===== src/rtl/tlb_pkg.sv =====
package tlb_pkg;
    typedef enum logic [2:0] {
        ST_IDLE,
        ST_LOOKUP,
        ST_WALK_REQ,
        ST_WALK_WAIT,
        ST_REFILL
    } xl_state_t;

    // Page-table entry layout (16-bit entry)
    localparam int PTE_W       = 16;
    localparam int PTE_V_BIT   = 15;
    localparam int PTE_P_BIT   = 14;
    localparam int PTE_PR_HI   = 13;
    localparam int PTE_PR_LO   = 12;
    localparam int PTE_RSV_HI  = 11;
    localparam int PTE_RSV_LO  = 8;
    localparam int PTE_FN_HI   = 7;
    localparam int PTE_FN_LO   = 0;
endpackage


===== src/rtl/tlb_entry_array.sv =====
module tlb_entry_array #(
    parameter int N      = 8,
    parameter int VPN_W  = 8,
    parameter int PFN_W  = 8,
    parameter int ASID_W = 8,
    parameter int PROT_W = 2,
    localparam int IDX_W = (N > 1) ? $clog2(N) : 1
) (
    input  logic              clk,
    input  logic              rst_n,
    input  logic              flush,
    input  logic [VPN_W-1:0]  lk_vpn,
    input  logic [ASID_W-1:0] lk_asid,
    output logic              hit,
    output logic [PFN_W-1:0]  hit_pfn,
    output logic [PROT_W-1:0] hit_prot,
    output logic [N-1:0]      valid_vec,
    input  logic              wr_en,
    input  logic [IDX_W-1:0]  wr_idx,
    input  logic [VPN_W-1:0]  wr_vpn,
    input  logic [ASID_W-1:0] wr_asid,
    input  logic [PFN_W-1:0]  wr_pfn,
    input  logic [PROT_W-1:0] wr_prot
);
    logic [N-1:0]      hit_vec;
    logic [PFN_W-1:0]  pfn_a  [N];
    logic [PROT_W-1:0] prot_a [N];

    for (genvar g = 0; g < N; g++) begin : g_slot
        logic              v_q;
        logic [VPN_W-1:0]  vpn_q;
        logic [ASID_W-1:0] asid_q;
        logic [PFN_W-1:0]  pfn_q;
        logic [PROT_W-1:0] prot_q;

        always_ff @(posedge clk or negedge rst_n) begin
            if (!rst_n) begin
                v_q    <= 1'b0;
                vpn_q  <= '0;
                asid_q <= '0;
                pfn_q  <= '0;
                prot_q <= '0;
            end else if (flush) begin
                v_q <= 1'b0;
            end else if (wr_en && (wr_idx == IDX_W'(g))) begin
                v_q    <= 1'b1;
                vpn_q  <= wr_vpn;
                asid_q <= wr_asid;
                pfn_q  <= wr_pfn;
                prot_q <= wr_prot;
            end
        end

        assign valid_vec[g] = v_q;
        assign hit_vec[g]   = v_q && (vpn_q == lk_vpn) && (asid_q == lk_asid);
        assign pfn_a[g]     = pfn_q;
        assign prot_a[g]    = prot_q;
    end

    always_comb begin
        hit_pfn  = '0;
        hit_prot = '0;
        for (int i = 0; i < N; i++) begin
            if (hit_vec[i]) begin
                hit_pfn  = hit_pfn  | pfn_a[i];
                hit_prot = hit_prot | prot_a[i];
            end
        end
    end

    assign hit = |hit_vec;

    // a (page, identifier) pair is never resident in two slots
    assert_single_match_R3: assert property (@(posedge clk) disable iff (!rst_n)
        $onehot0(hit_vec));
endmodule


===== src/rtl/tlb_victim_sel.sv =====
module tlb_victim_sel #(
    parameter int N      = 8,
    localparam int IDX_W = (N > 1) ? $clog2(N) : 1
) (
    input  logic             clk,
    input  logic             rst_n,
    input  logic [N-1:0]     valid_vec,
    input  logic             advance,
    output logic [IDX_W-1:0] victim_idx
);
    logic             free_any;
    logic [IDX_W-1:0] free_idx;
    logic [IDX_W-1:0] rr_q;

    always_comb begin
        free_any = 1'b0;
        free_idx = '0;
        for (int i = N - 1; i >= 0; i--) begin
            if (!valid_vec[i]) begin
                free_any = 1'b1;
                free_idx = IDX_W'(i);
            end
        end
    end

    always_ff @(posedge clk or negedge rst_n) begin
        if (!rst_n) begin
            rr_q <= '0;
        end else if (advance && !free_any) begin
            rr_q <= (rr_q == IDX_W'(N - 1)) ? '0 : rr_q + 1'b1;
        end
    end

    assign victim_idx = free_any ? free_idx : rr_q;

    // the pointer only moves on a replacement with no free slot
    assert_rr_hold_R9: assert property (@(posedge clk) disable iff (!rst_n)
        (!advance || free_any) |=> $stable(rr_q));
endmodule


===== src/rtl/asid_tlb_xlate.sv =====
module asid_tlb_xlate
    import tlb_pkg::*;
#(
    parameter int VA_W      = 16,
    parameter int OFS_W     = 8,
    parameter int PFN_W     = 8,
    parameter int ASID_W    = 8,
    parameter int ENTRIES   = 8,
    parameter int PTE_BYTES = 2,
    localparam int VPN_W    = VA_W - OFS_W,
    localparam int PA_W     = PFN_W + OFS_W,
    localparam int PROT_W   = PTE_PR_HI - PTE_PR_LO + 1,
    localparam int IDX_W    = (ENTRIES > 1) ? $clog2(ENTRIES) : 1,
    localparam int PTE_SH   = $clog2(PTE_BYTES)
) (
    input  logic              clk,
    input  logic              rst_n,
    input  logic              flush,
    input  logic [ASID_W-1:0] cur_asid,
    input  logic [VA_W-1:0]   pt_base,
    input  logic              req_valid,
    input  logic [VA_W-1:0]   req_vaddr,
    output logic              busy,
    output logic              done,
    output logic [PA_W-1:0]   paddr,
    output logic [PROT_W-1:0] prot,
    output logic              fault_seg,
    output logic              fault_page,
    output logic              mem_req,
    output logic [VA_W-1:0]   mem_addr,
    input  logic              mem_rvalid,
    input  logic [PTE_W-1:0]  mem_rdata
);
    xl_state_t st_q, st_d;

    logic [VA_W-1:0]   va_q;
    logic [ASID_W-1:0] asid_q;
    logic [VA_W-1:0]   base_q;
    logic [PFN_W-1:0]  fill_pfn_q;
    logic [PROT_W-1:0] fill_prot_q;

    logic              lk_hit;
    logic [PFN_W-1:0]  lk_pfn;
    logic [PROT_W-1:0] lk_prot;
    logic [ENTRIES-1:0] valid_vec;
    logic [IDX_W-1:0]  victim;
    logic              refill;

    logic pte_v, pte_p, pte_rsv, pte_usable, walk_end;

    wire [VPN_W-1:0] vpn_w = va_q[VA_W-1:OFS_W];

    assign pte_rsv    = |mem_rdata[PTE_RSV_HI:PTE_RSV_LO];
    assign pte_v      = mem_rdata[PTE_V_BIT] && !pte_rsv;
    assign pte_p      = mem_rdata[PTE_P_BIT];
    assign pte_usable = pte_v && pte_p;
    assign walk_end   = (st_q == ST_WALK_WAIT) && mem_rvalid;
    assign refill     = (st_q == ST_REFILL);

    tlb_entry_array #(
        .N(ENTRIES), .VPN_W(VPN_W), .PFN_W(PFN_W), .ASID_W(ASID_W), .PROT_W(PROT_W)
    ) u_array (
        .clk(clk), .rst_n(rst_n), .flush(flush),
        .lk_vpn(vpn_w), .lk_asid(asid_q),
        .hit(lk_hit), .hit_pfn(lk_pfn), .hit_prot(lk_prot),
        .valid_vec(valid_vec),
        .wr_en(refill), .wr_idx(victim), .wr_vpn(vpn_w), .wr_asid(asid_q),
        .wr_pfn(fill_pfn_q), .wr_prot(fill_prot_q)
    );

    tlb_victim_sel #(.N(ENTRIES)) u_victim (
        .clk(clk), .rst_n(rst_n), .valid_vec(valid_vec),
        .advance(refill), .victim_idx(victim)
    );

    // State register and request capture
    always_ff @(posedge clk or negedge rst_n) begin
        if (!rst_n) begin
            st_q        <= ST_IDLE;
            va_q        <= '0;
            asid_q      <= '0;
            base_q      <= '0;
            fill_pfn_q  <= '0;
            fill_prot_q <= '0;
        end else begin
            st_q <= st_d;
            if (st_q == ST_IDLE && req_valid) begin
                va_q   <= req_vaddr;
                asid_q <= cur_asid;
                base_q <= pt_base;
            end
            if (walk_end) begin
                fill_pfn_q  <= mem_rdata[PTE_FN_HI:PTE_FN_LO];
                fill_prot_q <= mem_rdata[PTE_PR_HI:PTE_PR_LO];
            end
        end
    end

    always_comb begin
        st_d = st_q;
        unique case (st_q)
            ST_IDLE:      if (req_valid) st_d = ST_LOOKUP;
            ST_LOOKUP:    st_d = lk_hit ? ST_IDLE : ST_WALK_REQ;
            ST_WALK_REQ:  st_d = ST_WALK_WAIT;
            ST_WALK_WAIT: if (mem_rvalid) st_d = pte_usable ? ST_REFILL : ST_IDLE;
            ST_REFILL:    st_d = ST_LOOKUP;
            default:      st_d = ST_IDLE;
        endcase
    end

    // Registered result strobes
    always_ff @(posedge clk or negedge rst_n) begin
        if (!rst_n) begin
            done       <= 1'b0;
            fault_seg  <= 1'b0;
            fault_page <= 1'b0;
            paddr      <= '0;
            prot       <= '0;
        end else begin
            done       <= (st_q == ST_LOOKUP) && lk_hit;
            fault_seg  <= walk_end && !pte_v;
            fault_page <= walk_end && pte_v && !pte_p;
            if ((st_q == ST_LOOKUP) && lk_hit) begin
                paddr <= {lk_pfn, va_q[OFS_W-1:0]};
                prot  <= lk_prot;
            end
        end
    end

    assign busy     = (st_q != ST_IDLE);
    assign mem_req  = (st_q == ST_WALK_REQ);
    assign mem_addr = base_q + (VA_W'(vpn_w) << PTE_SH);

    assert_one_outcome_R12: assert property (@(posedge clk) disable iff (!rst_n)
        $onehot0({done, fault_seg, fault_page}));

    assert_busy_released_R11: assert property (@(posedge clk) disable iff (!rst_n)
        (done || fault_seg || fault_page) |-> !busy);

    assert_single_read_R4: assert property (@(posedge clk) disable iff (!rst_n)
        mem_req |=> !mem_req);

    assert_retry_hits_R8: assert property (@(posedge clk) disable iff (!rst_n)
        (refill && !flush) |=> ((st_q == ST_LOOKUP) && lk_hit));

    assert_strobe_ends_busy_R11: assert property (@(posedge clk) disable iff (!rst_n)
        $fell(busy) |-> (done || fault_seg || fault_page));
endmodule


===== config.mk =====
export PLATFORM = sky130hd
export DESIGN_NAME = asid_tlb_xlate
export DESIGN_NICKNAME = d
export VERILOG_FILES = /design/src/rtl/tlb_pkg.sv /design/src/rtl/tlb_entry_array.sv /design/src/rtl/tlb_victim_sel.sv /design/src/rtl/asid_tlb_xlate.sv
export SDC_FILE = /design/constraint.sdc
export NUM_CORES = 1
export LEC_CHECK = 0
export BUFFER_PORTS_ARGS = -buffer_cell sky130_fd_sc_hd__buf_4
export CAP_MARGIN = 20
export CELL_PAD_IN_SITES_DETAIL_PLACEMENT = 0
export CELL_PAD_IN_SITES_GLOBAL_PLACEMENT = 1
export CORE_MARGIN = 5
export CORE_UTILIZATION = 50
export DETAILED_ROUTE_END_ITERATION = 8
export PLACE_DENSITY = 0.77
export SLEW_MARGIN = 40
export SYNTH_ARGS = -nofsm -noshare
export SYNTH_HDL_FRONTEND = slang
export SYNTH_SLANG_ARGS = --single-unit
export TNS_END_PERCENT = 10

===== constraint.sdc =====
create_clock -name clk -period 7 [get_ports clk]
set_input_delay 0.7 -clock clk [delete_from_list [all_inputs] [get_ports clk]]
set_output_delay 0.7 -clock clk [all_outputs]
set_load 0.01 [all_outputs]

# Yosys cells after proc, flatten, opt, wreduce, memory -nomap -nowiden
# Cells that the tools add are included.
# W data, S select, Z words.
# totals
regBits	293
output_inout_bits	39
wordCells	213
# classes
add_sub_neg	2
eq_ne	30
mux	55
bitwise_logic	15
n_reduce_logical	59
# ops
operator	n
$eq A8 B8 Y1	16
$mux W8	8
$or A8 B8 Y8	7
$mux W3	13
$logic_and A1 B1 Y1	33
$mux W1	24
$eq A3 B3 Y1 const B	6
$mux W2	9
$reduce_and A2 Y1	9
$add A16 B9 Y16	1
$reduce_bool A2 Y1	8
$pmux W3 S5	1
$or A2 B2 Y2	7
$eq A3 B2 Y1 const B	4
$reduce_or A8 Y1	1
$eq A3 B1 Y1 const B	2
$logic_not A3 Y1	2
$logic_not A1 Y1	4
$ne A2 B2 Y1 const B	2
$reduce_or A4 Y1	1
$add A3 B1 Y3 const B	1
$reduce_bool A3 Y1	1
$not A1 Y1	1

# Logic depth before layout (Yosys ltp)
# depth
depth_word	18
mapped_depth	11
depth_no_buf	10

# Hierarchy
# From an unflattened synthesis, not the netlist that was laid out.
# hier_totals
hier_cells	1109
hier_area_um2	14398.8
# by_module_without_submodules
mod	instances	cells_per_inst	area_per_inst_um2	seq_area_each_um2
tlb_entry_array	1	822	10560.1	5405.2
asid_tlb_xlate	1	262	3593.4	1851.8
tlb_victim_sel	1	25	245.2	75.1

# Worst setup path after synthesis
# OpenSTA, ideal clock, no wires.
# synth_timing
kind	reg2out
start	register va_q[9]
end	output port mem_addr[15]
t_arrival_ps	2268
path_slack_ps	4032
path_stages_with_launch	12
path_buffers	2
cell_sequence	dfrtp_1 > buf_6 > buf_2 > inv_1 > fa_1 > nor2b_1 > o21ai_0 > a21boi_0 > o21ai_0 > a21oi_1 > o21ai_0 > xnor2_1
# synth_between
elab_chain_cells	1
# synth_rtl
element	line_no	text
start: declaration	asid_tlb_xlate.sv:36	logic [VA_W-1:0] va_q;
start signal: assignment	asid_tlb_xlate.sv:88	va_q <= req_vaddr;
$add A16 B9 Y16	asid_tlb_xlate.sv:132	assign mem_addr = base_q + (VA_W'(vpn_w) << PTE_SH);
end: declaration	asid_tlb_xlate.sv:30	output logic [VA_W-1:0] mem_addr,
# Every way passes these cells.

# Worst setup path after layout
# Same ends and word-level chain as after synthesis.

==> summary.md <==
| Metric | Value |
|---|---|
| Via count | `just over 8000` |
| Syn Area/Cell | `13.3 sq um` |
| CTS resizes | `0` |
| VDD IR-drop max | `306 uV` |
| Worst-Skew Late Latency | `about 0.56 ns` |
| Fin crit share | `0.589` |
| Syn nets | `1110` |
| WP data arrival | `roughly 3.4 ns` |
| Share of Yosys cell area claimed by the top area cell type | `0.531` |
| Most frequent cell after synthesis | `dfrtp_1` |
| TritonCTS clock tree | `built` |
| Clock Sinks | `roughly 290` |
| Place WS | `~3.2 ns` |
| Dominant cells by area after synthesis | `dfrtp_1 (53%), mux2_2 (22%), xnor2_1 (8.7%), nand3_1 (2.1%), nand4_1 (1.4%)` |
| Initial Util | `0.510` |
| Layout cells sized above 1 | `0.409` |
| DR iter-0 viols | `435` |
| Met2 Wirelength | `13800 um` |
| Setup bufs post-CTS | `0` |
| Fin worst setup slack | `2.87 ns` |
| Pre-antenna DRT Iters | `4` |
| Hpwl dp | `20100 um` |
| Critical path type | `flop to output port` |
| Clock transition at the registers of the reported paths | `~0.06 ns` |
| Gpl congestion | `0.778` |
| Post-Syn Area | `13800 sq um` |
| GR Util All Layers | `0.196` |
| Cell area after layout | `about 16000 sq um` |
| Die height | `176 um` |
| Ys flop type | `dfrtp_1` |
| Placed instance area | `14800 sq um` |
| Syn-to-layout area delta | `15.2%` |
| Setup TNS | `0 ns` |
| Finished Layout Cells | `~1500` |
| Syn Inst Count | `1038` |
| Register-to-Register Path Depth | `8` |
| Wl on met1 | `14400 um` |
| Pins Over Slew Limit | `0` |
| Io pins | `100` |
| Async SR Flop Fraction | `1.00` |
| Antenna Cells | `0` |
| Number of H-tree levels | `1` |
| Final hold viol count | `0` |
| Routed wl met3 | `roughly 1500 um` |
| Max-cap viol count | `0` |
| Slew headroom | `0.433` |
| WL/cell | `19.9 um` |
| Leakage Power | `7.38 nW` |
| Max Fanout on Critical Path | `18` |
| Post-synth cell types | `slightly above 50` |
| Top Metal Used | `met4` |
| Final Setup Violations | `0` |
| DRT antenna net count | `0` |
| Detailed-route DRC error count | `0` |
| Cell Rows | `60` |
| Seq/Total Area, Yosys | `0.531` |
| DIE WIDTH | `around 180 um` |
| Clock Root Buffer | `clkbuf_16` |
| Max clock buf depth | `3` |
| Status | `finished clean` |
| Drt total wl | `about 30000 um` |
| Num CTS Buffers | `31` |
| Hold WC Path Type | `primary input to asynchronous set/reset pin` |
| Fmax | `about 0.24 GHz` |
| Worst-Margin Slew | `~0.85 ns` |
| Cts hold-fix bufs | `0` |
| Reg2reg setup slack | `3.42 ns` |
| Vias per inst | `5.45` |
| Critical path required time | `approximately 6.3 ns` |
| CP endpoint kind | `output port` |
| Fin Clk Skew | `0.0118 ns` |
| First-pass GRT wire length | `between 40000 and 50000 um` |
| Power Density | `333 nW/um^2` |
| RSZ-0062 raised after global routing | `no` |
| PortBufs | `99` |
| Startpoint Class | `flop` |
| #FFs+latches synth | `293` |
| Ys Warns | `0` |
| Core area | `27100 sq um` |
| Vias in the first global route | `8533` |
| Total grt overflow | `0` |
| Die area | `31100 sq um` |
| Synth cell count leaders | `dfrtp_1 (293), mux2_2 (267), xnor2_1 (137), nand3_1 (57), nand4_1 (31)` |
| Final #Nets | `~1200` |
| Dpl cells | `1455` |
| Final min period | `4.13 ns` |
| EDFF count, synth | `0` |
| Leading area contributor after synthesis | `dfrtp_1` |
| Final total power | `5.31 mW` |
| Largest net degree at the start of global routing | `just over 80` |
| Initial antenna violation count | `0` |
flip-flops by register name (all words and copies together), names as in the netlist, 3 cells and up:
signal,flops
fill_pfn_q,8
u_array.g_slot.asid_q,64
va_q,16
asid_q,8
u_array.g_slot.v_q,8
u_array.g_slot.vpn_q,64
u_array.g_slot.pfn_q,64
u_victim.rr_q,3
u_array.g_slot.prot_q,16
base_q,16
paddr,16
st_q,3
cell families (layout without fill, tap and decap cells):
group	after synthesis	in the layout	share of synthesized area
DFF	293	293	0.531
muxes	276	276	0.227
adders and majority gates	11	11	0.0105
buffers and inverters	84	189	0.0347
and+or+nand+nor	175	175	0.0750
AOI/OAI and AO/OA	59	59	0.0330
xor gates and xnor gates	140	140	0.0888
where the power goes:
part | internal, mW | switching, mW
logic | 0.734 | 0.592
registers | 1.85 | 0.435
clock network | 1.02 | 0.672
total | 3.61 | 1.70
worst paths after layout:
check | from | endpoint
worst min-delay path | rst_n | base_q[11]$_DFFE_PN0P_
worst min register to register | va_q[3]$_DFFE_PN0P_ | va_q[3]$_DFFE_PN0P_
worst max-delay path | va_q[9]$_DFFE_PN0P_ | mem_addr[15]
min in group clk | mem_rdata[14] | fault_page$_DFF_PN0_
worst max register to register | va_q[14]$_DFFE_PN0P_ | paddr[14]$_DFFE_PN0P_
max in group asynchronous | rst_n | u_array.g_slot[7].asid_q[6]$_DFFE_PN0P_
layout make-up:
cell class / count / area [sq um]
Tap cell: 372 / 465
Timing Repair Buffer: 117 / 937
Clock inverter: 10 / 115
Inverter: 14 / 52.6
Clock buffer: 48 / 970
Sequential cell: 293 / 7330
Fill cell: 2237 / 11200
Multi-Input combinational cell: 661 / 6040
routing by layer:
metal,track usage,vias to the layer above
li1,-,3830
met1,0.291,4216
met2,0.310,169
met3,0.0362,35
met4,0.0328,0
met5,0,-
per-stage QoR:
step / hold slack, ns / utilization
final: 0.0704 / 0.587
after global routing: 0.0916 / 0.587
after CTS: 0.0775 / 0.586
after detailed placement: 0.491 / 0.546
after global placement: 0.486 / 0.544
after floorplan: 0.404 / -
critical path, cell delays in order, from the launching register on:
cell	delay, ns
dfrtp_1	0.79
inv_1	0.16
fa_1	0.47
nor2b_1	0.12
o21ai_0	0.09
a21boi_0	0.24
o21ai_0	0.15
a21oi_1	0.31
o21ai_0	0.21
xnor2_1	0.18
buf_4	0.14
cell usage in the layout (no fill, tap or decap), types with 3 or more instances in the layout:
master	n
o21ai_0	12
and2_1	9
nand4_1	31
a21oi_1	4
nor2_1	23
and3_1	3
ha_1	10
mux2_2	267
a21o_1	8
nor4_2	5
nor3_4	4
nand3_1	57
clkinv_2	7
nand2b_1	3
nand3b_1	6
dfrtp_1	292
xnor2_1	137
clkbuf_1	4
clkbuf_8	13
mux2_4	9
buf_4	112
clkbuf_16	31
xor2_1	3
and4_1	5
o211ai_1	3
inv_1	14
a22oi_1	20
nand2_1	13
(Power assumes the default switching activity.)
